File: src/rtl/cit_pkg.sv
package cit_pkg;
  localparam int ADDR_W = 3;

  localparam logic [ADDR_W-1:0] A_CTRL   = 3'd0;
  localparam logic [ADDR_W-1:0] A_DIV    = 3'd1;
  localparam logic [ADDR_W-1:0] A_RELOAD = 3'd2;
  localparam logic [ADDR_W-1:0] A_COUNT  = 3'd3;
  localparam logic [ADDR_W-1:0] A_DL_LO  = 3'd4;
  localparam logic [ADDR_W-1:0] A_DL_HI  = 3'd5;

  localparam int MODE_LSB = 17;

  typedef enum logic [1:0] {
    TM_ONESHOT  = 2'd0,
    TM_PERIODIC = 2'd1,
    TM_DEADLINE = 2'd2,
    TM_RSVD     = 2'd3
  } tmode_e;
endpackage

File: src/rtl/cit_prescaler.sv
module cit_prescaler #(
  parameter int PRE_W = 7
) (
  input  logic       clk,
  input  logic       rst,
  input  logic       restart,
  input  logic [3:0] div_cfg,
  output logic       tick
);
  logic [2:0]       code;
  logic [PRE_W-1:0] lim;
  logic [PRE_W-1:0] pre_q;
  logic             bypass;

  assign code   = {div_cfg[3], div_cfg[1], div_cfg[0]};
  assign bypass = (code == 3'b111);
  assign lim    = ~({PRE_W{1'b1}} << (code + 3'd1));
  assign tick   = bypass | (pre_q == lim);

  always_ff @(posedge clk) begin
    if (rst || restart || tick) pre_q <= '0;
    else                        pre_q <= pre_q + 1'b1;
  end
endmodule

File: src/rtl/cit_countdown.sv
module cit_countdown
  import cit_pkg::*;
#(
  parameter int CNT_W = 32
) (
  input  logic             clk,
  input  logic             rst,
  input  logic             load,
  input  logic [CNT_W-1:0] load_val,
  input  logic [CNT_W-1:0] reload_val,
  input  logic             tick,
  input  tmode_e           mode,
  output logic [CNT_W-1:0] cur,
  output logic             fire
);
  logic active;
  logic at_one;

  assign active = (mode != TM_DEADLINE);
  assign at_one = (cur == CNT_W'(1));
  assign fire   = tick & active & at_one & ~load;

  always_ff @(posedge clk) begin
    if (rst) begin
      cur <= '0;
    end else if (load) begin
      cur <= load_val;
    end else if (tick && active && cur != '0) begin
      if (at_one) cur <= (mode == TM_PERIODIC) ? reload_val : '0;
      else        cur <= cur - 1'b1;
    end
  end
endmodule

File: src/rtl/cit_deadline.sv
module cit_deadline #(
  parameter int TS_W = 64
) (
  input  logic            clk,
  input  logic            rst,
  input  logic            wr,
  input  logic [TS_W-1:0] wr_val,
  input  logic [TS_W-1:0] ts,
  input  logic            enable,
  output logic [TS_W-1:0] dl,
  output logic            fire
);
  assign fire = enable & ~wr & (dl != '0) & (ts >= dl);

  always_ff @(posedge clk) begin
    if (rst)       dl <= '0;
    else if (wr)   dl <= wr_val;
    else if (fire) dl <= '0;
  end
endmodule

File: src/rtl/cit_irq_hold.sv
module cit_irq_hold #(
  parameter int VEC_W = 8
) (
  input  logic             clk,
  input  logic             rst,
  input  logic             fire,
  input  logic [VEC_W-1:0] vec_in,
  input  logic             ack,
  output logic             req,
  output logic [VEC_W-1:0] vec
);
  always_ff @(posedge clk) begin
    if (rst) begin
      req <= 1'b0;
      vec <= '0;
    end else if (fire && (!req || ack)) begin
      req <= 1'b1;
      vec <= vec_in;
    end else if (ack) begin
      req <= 1'b0;
    end
  end
endmodule

File: src/rtl/core_irq_timer.sv
module core_irq_timer
  import cit_pkg::*;
#(
  parameter int REG_W = 32,
  parameter int CNT_W = 32,
  parameter int TS_W  = 64,
  parameter int VEC_W = 8,
  parameter int PRE_W = 7
) (
  input  logic                  clk,
  input  logic                  rst,
  input  logic                  wr_en,
  input  logic [ADDR_W-1:0]     wr_addr,
  input  logic [REG_W-1:0]      wr_data,
  input  logic [ADDR_W-1:0]     rd_addr,
  output logic [REG_W-1:0]      rd_data,
  input  logic [TS_W-1:0]       ts_in,
  input  logic                  irq_ack,
  output logic                  irq_req,
  output logic [VEC_W-1:0]      irq_vec
);
  localparam int HI_W = TS_W - REG_W;

  logic [VEC_W-1:0] vec_q;
  tmode_e           mode_q;
  logic [3:0]       div_q;
  logic [CNT_W-1:0] reload_q;
  logic [REG_W-1:0] dl_lo_stage;
  logic [CNT_W-1:0] cur;
  logic [TS_W-1:0]  dl;
  logic             tick;
  logic             cd_fire;
  logic             dl_fire;
  logic             any_fire;
  logic             wr_ctrl, wr_div, wr_reload, wr_lo, wr_hi;
  logic [REG_W-1:0] ctrl_view;

  assign wr_ctrl   = wr_en && (wr_addr == A_CTRL);
  assign wr_div    = wr_en && (wr_addr == A_DIV);
  assign wr_reload = wr_en && (wr_addr == A_RELOAD);
  assign wr_lo     = wr_en && (wr_addr == A_DL_LO);
  assign wr_hi     = wr_en && (wr_addr == A_DL_HI);

  always_ff @(posedge clk) begin
    if (rst) begin
      vec_q       <= '0;
      mode_q      <= TM_ONESHOT;
      div_q       <= '0;
      reload_q    <= '0;
      dl_lo_stage <= '0;
    end else begin
      if (wr_ctrl) begin
        vec_q  <= wr_data[VEC_W-1:0];
        mode_q <= tmode_e'(wr_data[MODE_LSB +: 2]);
      end
      if (wr_div)    div_q       <= wr_data[3:0];
      if (wr_reload) reload_q    <= wr_data[CNT_W-1:0];
      if (wr_lo)     dl_lo_stage <= wr_data;
    end
  end

  cit_prescaler #(.PRE_W(PRE_W)) u_pre (
    .clk     (clk),
    .rst     (rst),
    .restart (wr_reload | wr_div),
    .div_cfg (div_q),
    .tick    (tick)
  );

  cit_countdown #(.CNT_W(CNT_W)) u_cd (
    .clk        (clk),
    .rst        (rst),
    .load       (wr_reload),
    .load_val   (wr_data[CNT_W-1:0]),
    .reload_val (reload_q),
    .tick       (tick),
    .mode       (mode_q),
    .cur        (cur),
    .fire       (cd_fire)
  );

  cit_deadline #(.TS_W(TS_W)) u_dl (
    .clk    (clk),
    .rst    (rst),
    .wr     (wr_hi),
    .wr_val ({wr_data[HI_W-1:0], dl_lo_stage}),
    .ts     (ts_in),
    .enable (mode_q == TM_DEADLINE),
    .dl     (dl),
    .fire   (dl_fire)
  );

  assign any_fire = cd_fire | dl_fire;

  cit_irq_hold #(.VEC_W(VEC_W)) u_irq (
    .clk    (clk),
    .rst    (rst),
    .fire   (any_fire),
    .vec_in (vec_q),
    .ack    (irq_ack),
    .req    (irq_req),
    .vec    (irq_vec)
  );

  always_comb begin
    ctrl_view = '0;
    ctrl_view[VEC_W-1:0]     = vec_q;
    ctrl_view[MODE_LSB +: 2] = mode_q;
  end

  always_ff @(posedge clk) begin
    if (rst) begin
      rd_data <= '0;
    end else begin
      case (rd_addr)
        A_CTRL:   rd_data <= ctrl_view;
        A_DIV:    rd_data <= REG_W'(div_q);
        A_RELOAD: rd_data <= REG_W'(reload_q);
        A_COUNT:  rd_data <= REG_W'(cur);
        A_DL_LO:  rd_data <= dl[REG_W-1:0];
        A_DL_HI:  rd_data <= REG_W'(dl[TS_W-1:REG_W]);
        default:  rd_data <= '0;
      endcase
    end
  end
endmodule

File: config.mk
export PLATFORM = sky130hd
export DESIGN_NAME = core_irq_timer
export DESIGN_NICKNAME = d
export VERILOG_FILES = /design/src/rtl/cit_pkg.sv /design/src/rtl/cit_prescaler.sv /design/src/rtl/cit_countdown.sv /design/src/rtl/cit_deadline.sv /design/src/rtl/cit_irq_hold.sv /design/src/rtl/core_irq_timer.sv
export SDC_FILE = /design/constraint.sdc
export NUM_CORES = 1
export LEC_CHECK = 0
export CAP_MARGIN = 20
export CORE_MARGIN = 4
export CORE_UTILIZATION = 39
export CTS_CLUSTER_DIAMETER = 60
export DETAILED_ROUTE_END_ITERATION = 8
export DONT_BUFFER_PORTS = 1
export GPL_ROUTABILITY_DRIVEN = 0
export SYNTH_ARGS = -nofsm -noshare
export SYNTH_HDL_FRONTEND = slang
export SYNTH_SLANG_ARGS = --single-unit
export TNS_END_PERCENT = 1
File: constraint.sdc
create_clock -name clk -period 3.8 [get_ports clk]
set_clock_uncertainty 0.05 [all_clocks]
set_input_delay 0.19 -clock clk [delete_from_list [all_inputs] [get_ports clk]]
set_output_delay 0.19 -clock clk [all_outputs]
set_load 0.01 [all_outputs]
==> parameters.txt, run 1 <==
Parameter                              Value

Final layout
  Sequential standard cell area ... about 0.0044 mm2
  Proportion of layout cells with a drive suffix above 1 ... 6.48%
  Number of nets in the layout ... 1639
  Core Util, Final ... between 40% and 50%
  Area occupied by multi-input gates ... approximately 0.0063 mm2
  Relative area change from synthesis to final layout ... 14.9%
  Number of fill cells ... roughly 2900
  Final cell count without fillers ... 1867
  Post-route cell area ... ~0.013 mm2

Timing
  Fin Setup TNS ... 0 ns
  Worst Max-Slew Pin Slew ... about 1.1 ns
  Highest Clock Rate ... about 290 MHz
  Number of slew-limit violations in the final report ... 0
  Share of the clock period used by the worst path ... approximately nine tenths
  Setup repair after global routing missed its margin ... false
  Final period demand of the worst path ... 3.42 ns
  Count of final setup violators ... 0
  Final number of hold-violating endpoints ... 0
  Hold_ws ... between 0.04 and 0.05 ns
  Relative max-transition margin ... roughly 27%

Clock network
  Number of sinks handled by clock tree synthesis ... about 220
  Max clock buf depth ... 3
  Maximum level of the CTS H-tree ... 1
  Number of buffers inserted to repair setup after CTS ... 0
  Clock-pin slew reported for the worst setup and hold paths after clock tree synthesis ... about 0.060 ns
  Latest clock arrival within the worst-skew pair ... around 0.55 ns
  Clock Tree Root ... sky130_fd_sc_hd__clkbuf_16
  Clock tree from TritonCTS ... built
  Num CTS Buffers ... 27

Synthesis
  Area share of the largest cell type after synthesis ... between 30 and 40%
  Fraction of synthesis flops using an asynchronous set or reset pin ... 0%
  Top FF cell, synth ... sky130_fd_sc_hd__dfxtp_1
  EDFF count, synth ... 0
  Mux cell area share after synthesis ... between 2 and 2.5%
  Combinational family with the most area after synthesis ... simple AND/OR/NAND/NOR gates
  Leading post-synthesis cells by cell area ... sky130_fd_sc_hd__dfxtp_1 39%, sky130_fd_sc_hd__a21oi_1 10%, sky130_fd_sc_hd__nand2_1 9.3%
  Synth Register Bits ... 222
  Sequential area share after synthesis ... 39.1%
  Commonest cells post-synth ... 281 x sky130_fd_sc_hd__nand2_1, 234 x sky130_fd_sc_hd__a21oi_1, 222 x sky130_fd_sc_hd__dfxtp_1, 83 x sky130_fd_sc_hd__clkbuf_1, 75 x sky130_fd_sc_hd__inv_1
  Adder-cell share of the synthesized area ... between 7 and 8%
  Fraction of the mapped netlist area in simple logic gates ... 22.6%
  Avg Inst Size Synth ... slightly below 8 um2
  Post-Synthesis Cell Area ... 0.0114 mm2
  Post-synthesis share of cell area spent on xor and xnor gates ... between 1 and 1.5%
  Cell type with the highest aggregate area in the netlist ... sky130_fd_sc_hd__dfxtp_1
  Warnings from Yosys ... 0
  Synth Net Count ... approximately 1600
  Post-Synthesis Cells ... around 1500
  Synth Area in Compound Gates ... a little over a fifth
  Distinct cell type count of the synthesized netlist ... 63
  Most repeated cell in the gate-level netlist after synthesis ... sky130_fd_sc_hd__nand2_1

Floorplanning
  Die width ... ~180 um
  Total number of placement rows ... 62
  Overall die area ... ~0.032 mm2
  Vertical extent of the die ... ~180 um
  Total core area ... ~0.029 mm2
  Boundary pin count ... between 100 and 150
  Initial Util ... 39.6%

Detailed routing
  Number of vias per cell after detailed routing ... between 5 and 6
  Number of DRC violations after detailed-routing iteration 0 ... 1099
  Antenna Violating Nets Remaining ... 0
  Vias ... ~11000
  Routed len/inst ... 21.1 um
  Detailed-routing iteration count for the pre-antenna-repair pass ... 5
  DRC violations left ... 0
  Total Routed Length ... about 40000 um

Worst setup path
  Type of the setup path with the least slack ... reg -> reg
  Critical Path Max Stage Delay ... ~0.56 ns
  Critical Path Stages ... 11
  Critical Path Fanout Max ... 46
  FF-to-FF path depth ... 11
  Critical-path cell with the highest stage delay ... sky130_fd_sc_hd__or4_1
  Worst setup EP type ... register
  Arrival time of the worst setup path ... ~3.8 ns
  WP buf/inv ... 2
  Required time at the endpoint of the critical path ... between 4 and 5 ns
  Family with the most delay on the worst path ... compound AO/OA/AOI/OAI gates
  Crit-path cells ... inv_1, ha_1, nand4_1, or4_1, a221oi_1, a2111o_1, a31oi_1, a21boi_4, buf_4, or3_1, a21oi_1
  Kind of start point of the critical path ... register

Placement
  Count of placed standard cells including taps ... around 1800
  Post-place instance area ... about 0.012 mm2
  Count of input and output buffers ... 0
  Dpl hpwl ... about 28000 um

Run status
  Outcome ... finished clean

Power
  Peak VDD IR ... around 0.00033 V
  Power per Cell Area ... 504 mW/mm2
  Leakage power total ... about 4.4 nW

GRT
  Via count of the first global-routing pass ... 9981
  Antenna violations before repair ... 2
  Largest net degree at the start of global routing ... around 180
  Global-route wire length before repair ... 59900 um
  GRT Total Usage ... between 20% and 30%
  Gr ovfl total ... 0

Worst hold path
  Worst Hold Path Cells ... 3
  Hold Path Class ... in -> reg

Flow run
  Max-cap viol count ... 0
-- layout by cell type (no fill, tap or decap), types with 21 or more instances in the layout --
cell / instances
sky130_fd_sc_hd__nor4_1: 31
sky130_fd_sc_hd__inv_1: 75
sky130_fd_sc_hd__dlygate4sd3_1: 42
sky130_fd_sc_hd__a22oi_1: 62
sky130_fd_sc_hd__or3_1: 70
sky130_fd_sc_hd__buf_4: 28
sky130_fd_sc_hd__o21ai_0: 39
sky130_fd_sc_hd__dfxtp_1: 222
sky130_fd_sc_hd__ha_1: 72
sky130_fd_sc_hd__nand2_1: 281
sky130_fd_sc_hd__clkbuf_16: 27
sky130_fd_sc_hd__mux2i_1: 21
sky130_fd_sc_hd__a21oi_1: 234
sky130_fd_sc_hd__nor2_1: 63
-- per-stage QoR --
step | total power, mW | setup slack (ns)
floorplan | 3.68 | 0.996
global placement | 3.98 | 0.459
detailed placement | 3.98 | 0.435
CTS | 6.60 | 0.365
global route | 6.90 | 0.161
finish | 6.59 | 0.382
-- sequential cells by signal, summed over array words and instances, names as in the netlist --
name         count
u_pre.pre_q      7
div_q            4
reload_q        32
vec_q            8
u_cd.cur        32
u_dl.dl         64
mode_q           2
rd_data         32
dl_lo_stage     32
u_irq.vec        8
u_irq.req        1
-- final timing paths --
check                           slack, ns      endpoint       startpoint
worst max-delay path                 0.38   u_dl.dl[27]      u_dl.dl[14]
worst max register to register       0.38   u_dl.dl[27]      u_dl.dl[14]
worst min register to register       0.40   u_dl.dl[16]  dl_lo_stage[16]
worst min-delay path                 0.04  u_cd.cur[30]              rst
-- tightest hold or removal path, delay by kind of cell --
kind | cells | cell delay [ns]
buf+inv | 2 | 0.24
compound gates | 1 | 0.14
-- logic make-up after synthesis --
kind of cell / after synthesis
compound gates: 413
flops: 222
xor+xnor: 13
mux: 23
simple gates: 543
buf+inv: 171
fa+ha+maj: 72
-- area by class of cell --
cell class | count | area share, %
tap | 384 | 3.68
inverter | 75 | 2.15
timing repair buffer | 71 | 5.04
clock inverter | 12 | 0.680
clock buffer | 38 | 6.02
sequential | 222 | 34.0
antenna | 1 | 0.0192
multi-input combinational | 1064 | 48.4
-- power by group --
group | leakage (nW) | total [mW] | switching [mW] | internal [mW]
logic | 2.16 | 1.48 | 0.902 | 0.583
registers | 1.80 | 2.57 | 0.139 | 2.43
clock network | 0.428 | 2.53 | 1.07 | 1.46
total | 4.38 | 6.59 | 2.11 | 4.47
-- timing repair --
| action | in CTS | in global routing |
|---|---|---|
| hold buffers | 43 | 0 |
| resized for setup | 0 | 0 |
| hold endpoints to repair | 179 | 0 |
-- routing by layer --
| metal | GRT usage [%] | vias up | share of wire [%] |
|---|---|---|---|
| met3 | 4.03 | 70 | 7.8 |
| met4 | 7.58 | 2 | 3.3 |
| met5 | 0 | - | 0.018 |
| met1 | 33.8 | 5132 | 43 |
| li1 | - | 5172 | - |
| met2 | 37.4 | 406 | 45 |
Note: power is estimated with default switching activity, not from simulation.
==> inputs of run 2 (changes only) <==
- CTS_CLUSTER_SIZE: not set -> 28
- PLACE_DENSITY: not set -> 0.5
==> run 2 against run 1 <==
  * Die area unchanged
  * First-iteration DRC count fell by 26%
  * Final cell count hardly changed
  * Count of clock-buffer cells in the layout shrank 12
  * Register-to-register slack got worse by 0.10 ns
  * Setup slack got worse by 0.10 ns
  * Maximum frequency down 2.9%
  * Sequential share of layout area is 0.078 points higher
  * Critical path type unchanged
  * Worst hold slack about the same
  * Non-clock buffer count increased by 3
  * Sequential power barely moved
==> parameters.txt, run 2 (synthesis gave the netlist of run 1 again) <==
Parameter                              Value

Power
  Share of power burned in the clock network ... 36.8% (-1.6 points)
  Leakage power total ... 4.36 nW (-0.57%)
  P_sw ... 2.13 mW (+0.80%)
  Switching portion of total power ... 32.9% (+0.82 points)
  Tot Pwr ... 6.47 mW (-1.7%)
  Design internal power ... 4.34 mW (-2.9%)
  Part of the power in combinational logic ... 23.6% (+1.1 points)
  Peak VDD IR ... 0.000323 V (-3.1%)
  Sequential share of power ... 39.6% (+0.5 points)
  Power per Cell Area ... 497 mW/mm2 (-1.5%)

Detailed routing
  Vias ... 10700 (-0.72%)
  Routed len/inst ... 22.3 um (+5.9%)
  Total Routed Length ... 41700 um (+5.9%)
  DRC violations left ... 0 (unchanged)
  Detailed-routing iteration count for the pre-antenna-repair pass ... 5 (unchanged)
  Number of DRC violations after detailed-routing iteration 0 ... 815 (-26%)
  Antenna Violating Nets Remaining ... 0 (unchanged)
  Number of vias per cell after detailed routing ... 5.73 (-0.78%)

Floorplanning
  Die width ... 179 um (unchanged)
  Vertical extent of the die ... 179 um (unchanged)
  Total number of placement rows ... 62 (unchanged)
  Initial Util ... 39.6% (unchanged)
  Total core area ... 0.0287 mm2 (unchanged)
  Boundary pin count ... 147 (unchanged)
  Overall die area ... 0.0320 mm2 (unchanged)

Worst setup path
  Critical-path cell with the highest stage delay ... sky130_fd_sc_hd__or4_1
  Crit-path cells ... inv_1, ha_1, nand4_1, or4_1, a221oi_1, a2111o_1, a31oi_1, a21boi_4, buf_4, or3_1, a21oi_1
  Type of the setup path with the least slack ... reg -> reg
  Required time at the endpoint of the critical path ... 4.12 ns (-0.02 ns)
  Critical Path Max Stage Delay ... 0.57 ns (about the same)
  Arrival time of the worst setup path ... 3.84 ns (+0.08 ns)
  Worst setup EP type ... register
  Kind of start point of the critical path ... register
  Critical Path Fanout Max ... 19 (-59%)

Final layout
  Proportion of layout cells with a drive suffix above 1 ... 6.43% (-0.046 points)
  Relative area change from synthesis to final layout ... 14.6%
  Largest register FFs ... 64 (unchanged)
  Most common library cell in the layout ignoring fill and taps ... sky130_fd_sc_hd__nand2_1
  Largest reg by FF count ... u_dl.dl
  Core Util, Final ... 45.4% (-0.10 points)
  Post-route cell area ... 0.0130 mm2 (-0.23%)
  Number of nets in the layout ... 1638 (-0.061%)
  Leading cell types in the layout, fill and taps excluded ... 281 x sky130_fd_sc_hd__nand2_1, 234 x sky130_fd_sc_hd__a21oi_1, 222 x sky130_fd_sc_hd__dfxtp_1, 75 x sky130_fd_sc_hd__inv_1, 72 x sky130_fd_sc_hd__ha_1

Clock network
  Num CTS Buffers ... 23 (-15%)
  Resized cells post-CTS ... 0 (unchanged)
  Clock tree from TritonCTS ... built
  Number of sinks handled by clock tree synthesis ... 222 (unchanged)
  Clock-pin slew reported for the worst setup and hold paths after clock tree synthesis ... 0.07 ns (about the same)
  Clock Tree Root ... sky130_fd_sc_hd__clkbuf_16
  Max clock buf depth ... 3 (unchanged)
  Latest clock arrival within the worst-skew pair ... 0.54 ns (about the same)
  Maximum level of the CTS H-tree ... 1 (unchanged)

Worst hold path
  Hold Path Class ... in -> reg

GRT
  Global-route wire length before repair ... 63100 um (+5.4%)
  Via count of the first global-routing pass ... 10400 (+4.2%)
  Antenna violations before repair ... 6 (+4)
  Gr ovfl total ... 0 (unchanged)
  Largest net degree at the start of global routing ... 177 (-0.56%)
  GRT Total Usage ... 25.5% (+1.5 points)

Timing
  Final number of hold-violating endpoints ... 0 (unchanged)
  Setup ws final ... 0.280 ns (-0.101 ns)
  Number of slew-limit violations in the final report ... 0 (unchanged)
  Share of the clock period used by the worst path ... 92.6% (+2.7 points)
  Setup repair after global routing missed its margin ... false
  Count of final setup violators ... 0 (unchanged)
  Final period demand of the worst path ... 3.52 ns (+0.101 ns)
  Relative max-transition margin ... 29.8% (+2.7 points)
  Highest Clock Rate ... 284 MHz (-2.9%)
  Worst Max-Slew Pin Slew ... 1.05 ns (-0.0328 ns)
  Fin Setup TNS ... 0 ns (unchanged)

Placement
  Post-place instance area ... 0.0118 mm2 (+0.44%)
  Count of input and output buffers ... 0 (unchanged)
  Dpl hpwl ... 29000 um (+3.8%)
  Dpl ws ... 0.329 ns (-0.106 ns)

Run status
  Outcome ... finished clean

Flow run
  Max-cap viol count ... 0 (unchanged)
==> run 2: power by group through the flow <==
stage | registers [mW] | clock network (mW) | logic, mW
2_1_floorplan | 2.57 | 0 | 1.11
3_3_place_gp | 2.62 | 0 | 1.41
3_5_place_dp | 2.62 | 0 | 1.41
4_1_cts | 2.56 | 2.43 | 1.52
5_1_grt | 2.58 | 2.52 | 1.71
6_report | 2.57 | 2.38 | 1.53
==> run 2: final timing paths <==
check / startpoint / endpoint / slack (ns) / depth (start not counted)
worst min register to register: dl_lo_stage[15] / u_dl.dl[15] / 0.40 / 2
worst max register to register: u_dl.dl[9] / u_dl.dl[21] / 0.28 / 11
worst min-delay path: rst / u_cd.cur[30] / 0.04 / 3
worst max-delay path: u_dl.dl[9] / u_dl.dl[21] / 0.28 / 11
==> run 2: critical path, delay by kind of cell (launching register included) <==
family	cells	cell delay [ns]
AO/OA/AOI/OAI	5	1.26
adder cells (fa/ha/maj)	1	0.31
buffers and inverters	2	0.44
flip-flops	1	0.44
AND/OR/NAND/NOR	3	0.84
==> run 2: metrics by stage <==
stage	cells	hold slack, ns
2_1_floorplan	1457	0.276
3_3_place_gp	1776	0.231
3_5_place_dp	1776	0.232
4_1_cts	1861	0.0227
5_1_grt	1863	0.0401
6_report	1868	0.0412
==> run 2: area by class of cell <==
cell class,count,area [um2]
Clock inverter,16,183
Clock buffer,26,597
Inverter,75,282
Multi-Input combinational cell,1064,6330
Antenna cell,7,17.5
Timing Repair Buffer,74,706
Tap cell,384,480
Fill cell,2942,15700
Sequential cell,222,4440
==> run 2: timing repair <==
action	CTS	global route
hold buffers	43	0
endpoints found under the hold margin	179	0
buffers inserted	0	0
==> run 2: routing by layer <==
layer | GRT usage, % | up-vias | share of wire [%]
met4 | 6.36 | 2 | 2.4
li1 | - | 5175 | -
met2 | 40.0 | 335 | 45
met5 | 0 | - | 0.017
met1 | 35.6 | 5136 | 45
met3 | 5.78 | 56 | 7.8
==> inputs of run 3 (changes only) <==
- SETUP_SLACK_MARGIN: not set -> 0.3
==> run 3 against run 2 <==
  * Critical path type unchanged
  * Maximum frequency up 5.0%
  * Wire length increased by 0.26%
  * First-iteration DRC count up 8.0%
  * Non-clock buffer count up 1
  * Critical endpoint is now u_irq.vec[7]
==> parameters.txt, run 3 (synthesis gave the netlist of run 1 again) <==
Parameter                              Value

Final layout
  Proportion of layout cells with a drive suffix above 1 ... 6.56% (+0.13 points)
  Most common library cell in the layout ignoring fill and taps ... sky130_fd_sc_hd__nand2_1
  Largest reg by FF count ... u_dl.dl
  Relative area change from synthesis to final layout ... 14.9%
  Number of nets in the layout ... 1639 (+0.061%)
  Number of fill cells ... 2945 (+0.10%)
  Leading cell types in the layout, fill and taps excluded ... 281 x sky130_fd_sc_hd__nand2_1, 234 x sky130_fd_sc_hd__a21oi_1, 222 x sky130_fd_sc_hd__dfxtp_1, 75 x sky130_fd_sc_hd__inv_1, 72 x sky130_fd_sc_hd__ha_1
  Largest register FFs ... 64 (unchanged)

Worst setup path
  Required time at the endpoint of the critical path ... 4.22 ns (+0.10 ns)
  Worst setup EP type ... register
  Type of the setup path with the least slack ... reg -> reg
  Critical Path Fanout Max ... 13 (-6)
  Arrival time of the worst setup path ... 3.77 ns (-0.07 ns)
  Kind of start point of the critical path ... register

Timing
  Highest Clock Rate ... 298 MHz (+5.0%)
  Worst Max-Slew Pin Slew ... 1.09 ns (+0.0344 ns)
  Number of slew-limit violations in the final report ... 0 (unchanged)
  Final number of hold-violating endpoints ... 0 (unchanged)
  Fin Setup TNS ... 0 ns (unchanged)
  Final period demand of the worst path ... 3.35 ns (-0.168 ns)
  Setup ws final ... 0.448 ns (+0.168 ns)
  Count of final setup violators ... 0 (unchanged)
  Share of the clock period used by the worst path ... 88.2% (-4.4 points)
  Setup repair after global routing missed its margin ... false
  Relative max-transition margin ... 27.5% (-2.3 points)

GRT
  Largest net degree at the start of global routing ... 177 (unchanged)
  Global-route wire length before repair ... 63100 um (unchanged)
  Antenna violations before repair ... 6 (unchanged)
  Gr ovfl total ... 0 (unchanged)
  Via count of the first global-routing pass ... 10400 (unchanged)
  GRT Total Usage ... 25.5% (unchanged)

Detailed routing
  DRC violations left ... 0 (unchanged)
  Routed len/inst ... 22.3 um (+0.21%)
  Vias ... 10800 (+0.65%)
  Number of vias per cell after detailed routing ... 5.76 (+0.60%)
  Detailed-routing iteration count for the pre-antenna-repair pass ... 6 (+1)
  Number of DRC violations after detailed-routing iteration 0 ... 880 (+8.0%)
  Antenna Violating Nets Remaining ... 0 (unchanged)
  Total Routed Length ... 41800 um (+0.26%)

Placement
  Dpl ws ... 0.329 ns (unchanged)
  Count of input and output buffers ... 0 (unchanged)
  Dpl hpwl ... 29000 um (unchanged)

Clock network
  Maximum level of the CTS H-tree ... 1 (unchanged)
  Number of sinks handled by clock tree synthesis ... 222 (unchanged)
  Latest clock arrival within the worst-skew pair ... 0.54 ns (about the same)
  Clock-pin slew reported for the worst setup and hold paths after clock tree synthesis ... 0.07 ns (about the same)
  Max clock buf depth ... 3 (unchanged)
  Clock tree from TritonCTS ... built
  Clock Tree Root ... sky130_fd_sc_hd__clkbuf_16
  Num CTS Buffers ... 23 (unchanged)

Floorplanning
  Total number of placement rows ... 62 (unchanged)
  Vertical extent of the die ... 179 um (unchanged)
  Die width ... 179 um (unchanged)
  Overall die area ... 0.0320 mm2 (unchanged)
  Total core area ... 0.0287 mm2 (unchanged)
  Boundary pin count ... 147 (unchanged)
  Initial Util ... 39.6% (unchanged)

Power
  Power per Cell Area ... 496 mW/mm2 (-0.16%)
  Peak VDD IR ... 0.000323 V (+0.20%)
  Leakage power total ... 4.37 nW (+0.24%)

Run status
  Outcome ... finished clean

Flow run
  Max-cap viol count ... 0 (unchanged)

Worst hold path
  Hold Path Class ... in -> reg
run 3: cell types whose count changed in the layout (fill, tap and decap cells not counted), sizes merged:
cell  before  now
buf       32   33
run 3: layout make-up:
type	count	area [um2]	area share, %
multi-input combinational	1064	6330	48.5
sequential	222	4440	34.0
timing repair buffer	75	726	5.56
clock buffer	26	597	4.57
tap	384	480	3.68
inverter	75	282	2.16
clock inverter	16	183	1.40
antenna	7	17.5	0.134
run 3: report_power, final:
group | leakage (nW) | switching (mW) | internal [mW]
logic | 2.20 | 0.925 | 0.607
clock network | 0.374 | 1.07 | 1.31
registers | 1.80 | 0.134 | 2.43
total | 4.37 | 2.13 | 4.35
run 3: metrics by stage:
stage	cell area, um2	hold WS [ns]	utilization (%)	cells	total power [mW]
global route	13000	0.0401	45.5	1864	6.81
floorplan	11400	0.276	-	1457	3.68
detailed placement	11800	0.232	41.1	1776	4.03
CTS	13000	0.0227	45.4	1861	6.52
global placement	11800	0.231	41.1	1776	4.02
finish	13100	0.0368	45.5	1869	6.48
run 3: routing by layer:
metal  track usage, %  share of wire (%)
met5                0              0.026
met3             5.78                7.9
met2             40.0                 45
met4             6.36                2.3
met1             35.6                 45
run 3: final timing paths:
| path | slack, ns | from | end | cells past startpoint |
|---|---|---|---|---|
| setup / recovery | 0.45 | u_dl.dl[9] | u_irq.vec[7] | 12 |
| hold / removal | 0.04 | rst | u_cd.cur[30] | 3 |
| setup reg to reg | 0.45 | u_dl.dl[9] | u_irq.vec[7] | 12 |
| hold reg to reg | 0.40 | dl_lo_stage[15] | u_dl.dl[15] | 2 |
run 3: critical path: stages, from the launching register on:
cell	delay, ns
sky130_fd_sc_hd__dfxtp_1	0.44
sky130_fd_sc_hd__inv_1	0.14
sky130_fd_sc_hd__ha_1	0.31
sky130_fd_sc_hd__nand4_1	0.14
sky130_fd_sc_hd__or4_1	0.57
sky130_fd_sc_hd__a221oi_1	0.38
sky130_fd_sc_hd__a2111o_1	0.21
sky130_fd_sc_hd__a31oi_1	0.13
sky130_fd_sc_hd__a21boi_4	0.22
sky130_fd_sc_hd__buf_12	0.16
sky130_fd_sc_hd__o21a_1	0.14
sky130_fd_sc_hd__buf_4	0.19
sky130_fd_sc_hd__mux2i_1	0.19
run 3: what timing repair did:
| action | CTS | global route |
|---|---|---|
| setup buffers | 0 | 1 |
| resized for setup | 0 | 1 |
| hold buffers | 43 | 0 |
| endpoints found under the hold margin | 179 | 0 |
| endpoints found under the setup margin | 5 | 62 |
| pin swaps | 1 | 1 |
